--- src/rtl/ssave_pkg.sv ---
package ssave_pkg;
  typedef enum logic [2:0] {
    MD_REAL   = 3'd0,
    MD_V86    = 3'd1,
    MD_PROT   = 3'd2,
    MD_COMPAT = 3'd3,
    MD_LONG   = 3'd4
  } cpu_mode_e;

  typedef enum logic [1:0] {
    ALN_GP_ONLY = 2'd0,
    ALN_AC_ANY  = 2'd1,
    ALN_AC_ODD  = 2'd2
  } align_pol_e;

  localparam int FLT_W  = 6;
  localparam int FB_UD  = 0;
  localparam int FB_NM  = 1;
  localparam int FB_MF  = 2;
  localparam int FB_GP  = 3;
  localparam int FB_SS  = 4;
  localparam int FB_AC  = 5;

  typedef struct packed {
    logic ud;
    logic nm;
    logic mf;
    logic addr_gp;
    logic addr_ss;
    logic aln_gp;
    logic aln_ac;
  } cand_t;
endpackage

--- src/rtl/ssave_addr_judge.sv ---
module ssave_addr_judge
  import ssave_pkg::*;
#(
  parameter int ADDR_W    = 64,
  parameter int CANON_MSB = 47,
  parameter int REAL_W    = 16,
  parameter int SAVE_BYTES = 512
) (
  input  cpu_mode_e          mode,
  input  logic [ADDR_W-1:0]  addr,
  input  logic               seg_viol,
  input  logic               seg_ss,
  output logic               addr_gp,
  output logic               addr_ss
);
  localparam int SPAN_LAST = SAVE_BYTES - 1;

  logic [ADDR_W-1:CANON_MSB] upper;
  logic                      canon;
  logic [REAL_W:0]           last_byte;
  logic                      real_out;

  assign upper     = addr[ADDR_W-1:CANON_MSB];
  assign canon     = (&upper) | ~(|upper);
  assign last_byte = {1'b0, addr[REAL_W-1:0]} + (REAL_W+1)'(SPAN_LAST);
  assign real_out  = last_byte[REAL_W] | (|addr[ADDR_W-1:REAL_W]);

  always_comb begin
    addr_gp = 1'b0;
    addr_ss = 1'b0;
    unique case (mode)
      MD_REAL, MD_V86: addr_gp = real_out;
      MD_PROT, MD_COMPAT: begin
        addr_ss = seg_viol & seg_ss;
        addr_gp = seg_viol & ~seg_ss;
      end
      MD_LONG: begin
        addr_ss = ~canon & seg_ss;
        addr_gp = ~canon & ~seg_ss;
      end
      default: ;
    endcase
  end
endmodule

--- config.mk ---
export PLATFORM = sky130hd
export DESIGN_NAME = ssave_addr_judge
export DESIGN_NICKNAME = d
export VERILOG_FILES = /design/src/rtl/ssave_pkg.sv /design/src/rtl/ssave_addr_judge.sv
export SDC_FILE = /design/constraint.sdc
export NUM_CORES = 1
export LEC_CHECK = 0
export CORE_MARGIN = 2
export CORE_UTILIZATION = 16
export DETAILED_ROUTE_END_ITERATION = 8
export PLACE_DENSITY = 0.91
export RECOVER_POWER = 100
export SYNTH_ARGS = -nofsm -noshare
export SYNTH_HDL_FRONTEND = slang
export SYNTH_SLANG_ARGS = --single-unit
--- constraint.sdc ---
create_clock -name vclk -period 3.06
set_input_delay 0.306 -clock vclk [all_inputs]
set_output_delay 0.306 -clock vclk [all_outputs]
set_load 0.03 [all_outputs]
==> Yosys cells after proc, flatten, opt, wreduce, memory -nomap -nowiden <==
Index checks and enable logic that the tools add are counted.
{ "word_totals": {"ff_bits": 0, "inputBits": 69, "out_inout_bits": 2} }
{ "op_classes": {"n_addsub": 1, "eq_ne": 4, "mux": 2, "n_bitwise": 9, "reduce_logical": 6} }
{ "ops": {"columns": ["op", "count"], "rows": [
  ["OR reduction 48 bit", 1],
  ["adder 16 x 9 -> 17 bit (second input constant)", 1],
  ["AND reduction 17 bit", 1],
  ["OR reduction 17 bit", 1],
  ["== test 3 x 2 -> 1 bit (second input constant)", 2],
  ["bitwise AND 1 bit", 4],
  ["OR reduction 2 bit", 2],
  ["== test 3 x 1 -> 1 bit (second input constant)", 1],
  ["== test 3 bit (second input constant)", 1],
  ["zero test 3 bit", 1],
  ["inverter 1 bit", 3],
  ["one-hot mux 1 bit (3 select lines)", 1],
  ["OR 1 bit", 2],
  ["one-hot mux 1 bit (2 select lines)", 1]
]} }

==> Logic depth before layout (Yosys ltp) <==
Gate-level depths: netlist (run 1).
{ "logic_depth": {"ltp_word": 6, "depth_mapped": 5} }

==> Worst setup path before layout (run 1) <==
No wires, ideal clock.
{ "synth_timing": {"path_kind": "input -> output", "startpoint": "in addr[58]", "endpoint": "out addr_gp", "t_arrival_ns": 1.275, "required_time_ns": 2.754, "slack_ns": 1.479, "cell_stages": 5, "path_cell_list": "nor4_1 -> nand4_1 -> nor4_2 -> o21ai_1 -> a31o_1"} }
{ "synth_via": {"elab_chain_len": 6, "elab_cells_between_ends": 9, "cone_classes": "1 x mux; 5 x bitwise; 3 x reduce/logical"} }
{ "synth_rtl": {"columns": ["element", "line_no", "text"], "rows": [
  ["from (decl)", "ssave_addr_judge.sv:10", "input logic [ADDR_W-1:0] addr,"],
  ["OR reduction 17 bit", "ssave_addr_judge.sv:24", "assign canon = (&upper) | ~(|upper);"],
  ["inverter 1 bit", "ssave_addr_judge.sv:24", null],
  ["OR 1 bit", "ssave_addr_judge.sv:24", null],
  ["inverter 1 bit", "ssave_addr_judge.sv:39", "addr_gp = ~canon & ~seg_ss;"],
  ["bitwise AND 1 bit", "ssave_addr_judge.sv:39", null],
  ["one-hot mux 1 bit (3 select lines) (*)", "ssave_addr_judge.sv:31", "unique case (mode)"],
  ["to (decl)", "ssave_addr_judge.sv:13", "output logic addr_gp,"]
]} }
Mark *: on every way between the ends. The rest lies on a longest branch, timed or not.

==> Worst setup path in the final report (run 1) <==
{ "layout_timing": {"startpoint": "in addr[16]", "endpoint": "out addr_gp"} }
{ "layout_via": {"elab_chain_len": 3} }
{ "layout_rtl": {"columns": ["element", "line_no", "text"], "rows": [
  ["OR reduction 48 bit", "ssave_addr_judge.sv:26", "assign real_out = last_byte[REAL_W] | (|addr[ADDR_W-1:REAL_W]);"],
  ["OR 1 bit", "ssave_addr_judge.sv:26", null],
  ["one-hot mux 1 bit (3 select lines)", "ssave_addr_judge.sv:31", null]
]} }
No other way between the ends.

==> results.py, run 1 <==
metrics = {
    "global_routing": {
        "grt_pass1_wl_um": 2450,
        "overflow": 0,
        "track_usage": 0.162,
        "grt_pass1_vias": 662,
        "grt_max_degree": 4,
        "antenna_found_initial": 0,
    },
    "layout": {
        "nets": 181,
        "clkbuf_count": 0,
        "seq_area_um2": 0,
        "drive_above_1_share": 0.0182,
        "diodes": 0,
        "seq_cell_count": 0,
        "synthToLayoutAreaGrowth_pct": 313,
    },
    "sta": {
        "finalHoldViolCount": 0,
        "tightest_slew_ns": 0.306,
        "slew_headroom": 0.795,
        "finalCritPeriodShare": 0.878,
        "rsz0062_at_grt": "no",
        "fin_crit_ns": 2.69,
        "setup_tns_ns": 0,
        "setup_violations": 0,
        "maxSlewViolCount": 0,
        "max_freq_ghz": 0.372,
    },
    "floorplanning": {
        "core_area_um2": 1330,
        "ios": 71,
        "dieArea_um2": 1780,
        "fp-row-count": 13,
        "fp.dieH_um": 42.1,
        "die_w_um": 42.1,
        "start_util": 0.174,
    },
    "yosys": {
        "postSynthAreaPerCell_um2": 5.97,
        "ys_seq_area_frac": 0,
        "synth_top_cell_area_share": 0.323,
        "synth_cells": 39,
        "ys_top_cells_by_count": "12 x nor4_1, 7 x nand4_1, 4 x nor2_1",
        "syn_area_um2": 233,
        "ys_types": 14,
        "yosysWarningCount": 0,
        "yosys.area.top_type": "nor4_1",
        "synthTopCellsByArea": "nor4_1 32%, nand4_1 19%, nand3_1 6.5%, a211oi_1 6.5%, nor2_1 6.5%",
        "yosysMostFrequentCell": "nor4_1",
        "synth_nets": 108,
    },
    "worst_setup_path": {
        "cpPeakStageDelay_ns": 0.68,
        "cp_common_cell": "a211oi_1",
        "arrival_ns": 2.38,
        "crit_required_ns": 2.75,
        "cp-end-kind": "output port",
        "critical_path.cell_chain": "clkdlybuf4s50_1 > nor4_1 > nand4_1 > a211oi_1 > a211oi_1 > a31o_1 > dlygate4sd3_1",
        "slowest_stage": "dlygate4sd3_1",
        "crit_type": "input pin to output port",
        "path_max_fanout": 1,
        "startpoint_type": "input pin",
    },
    "cts": {
        "ctsResizeCount": 0,
        "ctsHoldBuffers": 0,
        "post_cts_buffers": 0,
    },
    "route": {
        "drt-pass1-iter-count": 1,
        "ant_nets": 0,
        "wl_met3_um": 142,
        "drcViolationCount": 0,
        "drt_iter0_markers": 0,
        "wl_um": 1410,
        "vias": 631,
        "wl_per_cell_um": 11.3,
        "viasPerCell": 5.05,
        "wl_met1_um": 514,
        "top_layer_used": "met3",
        "dr_wl_met2_um": 754,
    },
    "placement": {
        "post-dp-hpwl_um": 1410,
        "gp_congestion": 0.836,
        "numPortBuffers": 71,
    },
    "power": {
        "power_mw": 0.108,
        "irDropWorstVdd_uv": 59.8,
        "leakagePower_nw": 0.326,
        "power_density_nw_per_um2": 112,
    },
    "worst_hold_path": {
        "hp-class": "input pin to output port",
    },
    "run": {
        "maxCapViolCount": 0,
    },
    "status": {
        "outcome": "completed",
    },
}
==> placed cells by master (no fill, tap or decap), drive strengths merged, types with 2 or more instances in the layout <==
cell type / Yosys / final
clkdlybuf4s50: 0 / 69
nor2: 4 / 4
nand4: 7 / 7
nand2: 2 / 2
a211oi: 2 / 2
and3: 2 / 2
nor3: 2 / 2
nand3: 3 / 3
dlygate4sd3: 0 / 2
nor4: 13 / 13
==> final timing paths <==
kind     start  endpoint  slack [ns]  cells past startpoint
max   addr[16]   addr_gp        0.37                      7
min     seg_ss   addr_ss        1.88                      3
==> per-stage QoR <==
| stage | setup slack, ns | util | instance area (um^2) | cells | hold WS, ns |
|---|---|---|---|---|---|
| finish | 0.373 | 0.721 | 962 | 125 | 1.88 |
| global placement | 0.457 | 0.721 | 962 | 125 | 1.78 |
| floorplan | 1.48 | - | 233 | 39 | 0.833 |
| detailed placement | 0.431 | 0.721 | 962 | 125 | 1.79 |
| global route | 0.215 | 0.721 | 962 | 125 | 1.91 |
| CTS | 0.418 | 0.721 | 962 | 125 | 1.79 |
==> critical path, delay by kind of cell <==
kind / cells / cell delay, ns
buffers and inverters: 2 / 1.08
AO/OA/AOI/OAI: 3 / 0.56
AND/OR/NAND/NOR: 2 / 0.43
==> metal layers <==
layer	up-vias	global-route usage
li1	315	-
met1	276	0.192
met2	40	0.331
met3	0	0.00862
met4	0	0
met5	-	0
==> final cells by class <==
| type | instances | area, um^2 |
|---|---|---|
| Tap cell | 15 | 18.8 |
| Fill cell | 101 | 372 |
| Timing Repair Buffer | 71 | 711 |
| Multi-Input combinational cell | 38 | 229 |
| Inverter | 1 | 3.75 |
==> cells by family (layout without fill, tap and decap cells) <==
logic type,count (synthesis),count (layout),share of synthesized area
buffers and inverters,1,72,0.0161
AO/OA/AOI/OAI,4,4,0.124
AND/OR/NAND/NOR,34,34,0.860
==> report_power, final <==
| group | total, mW | switching [mW] | internal, mW | leakage (nW) |
|---|---|---|---|---|
| Sequential | 0 | 0 | 0 | 0 |
| Combinational | 0.108 | 0.0233 | 0.0843 | 0.326 |
| Clock | 0 | 0 | 0 | 0 |
| Total | 0.108 | 0.0233 | 0.0843 | 0.326 |
Power figures use the tool's default switching activity.
==> run 2: changes to the inputs <==
- PLACE_DENSITY: 0.91 -> not set
- PLACE_DENSITY_LB_ADDON: not set -> 0.08
==> run 2 against run 1 <==
Setup slack worse by 0.029 ns. Final cell count did not move. Non-clock buffer count stayed put. Utilization did not move. Routed wire length increased by 0.35%. Critical path depth unchanged. Via count down 4.4%. Combinational power is essentially flat. Cell area unchanged. Highest routed layer unchanged.
==> results.py, run 2 (same netlist as run 1, synthesis figures left out) <==
metrics = {
    "route": {
        "drt-pass1-iter-count": 4,
        "viasPerCell": 4.82,
        "drt_iter0_markers": 7,
        "ant_nets": 0,
        "wl_per_cell_um": 11.3,
        "drcViolationCount": 0,
        "wl_um": 1420,
        "vias": 603,
    },
    "global_routing": {
        "track_usage": 0.155,
        "grt_pass1_wl_um": 2330,
        "overflow": 0,
        "grt_pass1_vias": 590,
        "grt_max_degree": 4,
        "antenna_found_initial": 0,
    },
    "worst_hold_path": {
        "min_from": "seg_ss",
        "worstHoldPathCells": 3,
        "whs_endpoint": "addr_ss",
        "hp-class": "input pin to output port",
    },
    "sta": {
        "setup_tns_ns": 0,
        "max_freq_ghz": 0.368,
        "slew_headroom": 0.795,
        "rsz0062_at_grt": "no",
        "finalHoldViolCount": 0,
        "finalCritPeriodShare": 0.888,
        "setup_violations": 0,
        "maxSlewViolCount": 0,
        "tightest_slew_ns": 0.307,
        "fin_crit_ns": 2.72,
    },
    "worst_setup_path": {
        "crit_required_ns": 2.75,
        "crit_type": "input pin to output port",
        "cp-end-kind": "output port",
        "arrival_ns": 2.41,
        "path_max_fanout": 2,
        "startpoint_type": "input pin",
    },
    "placement": {
        "post-dp-hpwl_um": 1360,
        "gp_congestion": 0.816,
        "numPortBuffers": 71,
    },
    "floorplanning": {
        "ios": 71,
        "start_util": 0.174,
        "fp.dieH_um": 42.1,
        "die_w_um": 42.1,
        "fp-row-count": 13,
        "dieArea_um2": 1780,
        "core_area_um2": 1330,
    },
    "layout": {
        "seq_cell_count": 0,
        "seq_area_um2": 0,
        "diodes": 0,
        "multi_input_area_um2": 229,
        "final_common_cell": "clkdlybuf4s50_1",
        "final_cell_mix": "69 x clkdlybuf4s50_1, 12 x nor4_1, 7 x nand4_1, 4 x nor2_1, 3 x nand3_1",
        "final_util": 0.721,
        "synthToLayoutAreaGrowth_pct": 313,
        "nets": 181,
        "drive_above_1_share": 0.0182,
        "num-fill-cells": 105,
        "clkbuf_count": 0,
    },
    "power": {
        "power_density_nw_per_um2": 112,
        "irDropWorstVdd_uv": 57.7,
        "leakagePower_nw": 0.326,
    },
    "status": {
        "outcome": "completed",
    },
    "cts": {
        "ctsHoldBuffers": 0,
        "post_cts_buffers": 0,
        "ctsResizeCount": 0,
    },
    "run": {
        "maxCapViolCount": 0,
    },
}
-- run 2: how the worst max path moves through the flow --
stage	from	end	slack [ns]	cells after the start
6_report	addr[54]	addr_gp	0.34	7
5_1_grt	addr[54]	addr_gp	0.14	7
4_1_cts	addr[20]	addr_gp	0.43	7
3_5_place_dp	addr[20]	addr_gp	0.44	7
3_3_place_gp	addr[20]	addr_gp	0.45	7
2_1_floorplan	addr[58]	addr_gp	1.48	5
-- run 2: critical path: stages --
cell and delay, ns:
clkdlybuf4s50_1 0.42, nor4_1 0.29, nand4_1 0.14, nor4_2 0.22, o21ai_1 0.13, a31o_1 0.21, dlygate4sd3_1 0.68
-- run 2: cell type report --
| cell class | count | area share |
|---|---|---|
| repair buffers | 71 | 0.739 |
| multi-input cells | 38 | 0.238 |
| inverters | 1 | 0.00390 |
| well taps | 15 | 0.0195 |
-- run 2: layer usage --
| layer | wire length, um | track usage | vias to the layer above |
|---|---|---|---|
| met4 | 0 | 0 | 0 |
| li1 | - | - | 314 |
| met1 | 614 | 0.203 | 245 |
| met2 | 654 | 0.294 | 44 |
| met3 | 147 | 0.00862 | 0 |
| met5 | 0 | 0 | - |
-- run 2: power by group --
part | internal (mW) | switching, mW | leakage, nW
sequential | 0 | 0 | 0
combinational | 0.0843 | 0.0238 | 0.326
clock | 0 | 0 | 0
-- run 2: per-stage QoR --
stage | hold slack (ns) | std cells | worst slack, ns | total power, mW | cell area, um^2
after floorplan | 0.833 | 39 | 1.48 | 0.0130 | 233
after global placement | 1.78 | 125 | 0.454 | 0.107 | 962
after detailed placement | 1.78 | 125 | 0.437 | 0.109 | 962
after CTS | 1.78 | 125 | 0.431 | 0.109 | 962
after global routing | 1.91 | 125 | 0.138 | 0.115 | 962
final | 1.88 | 125 | 0.344 | 0.108 | 962
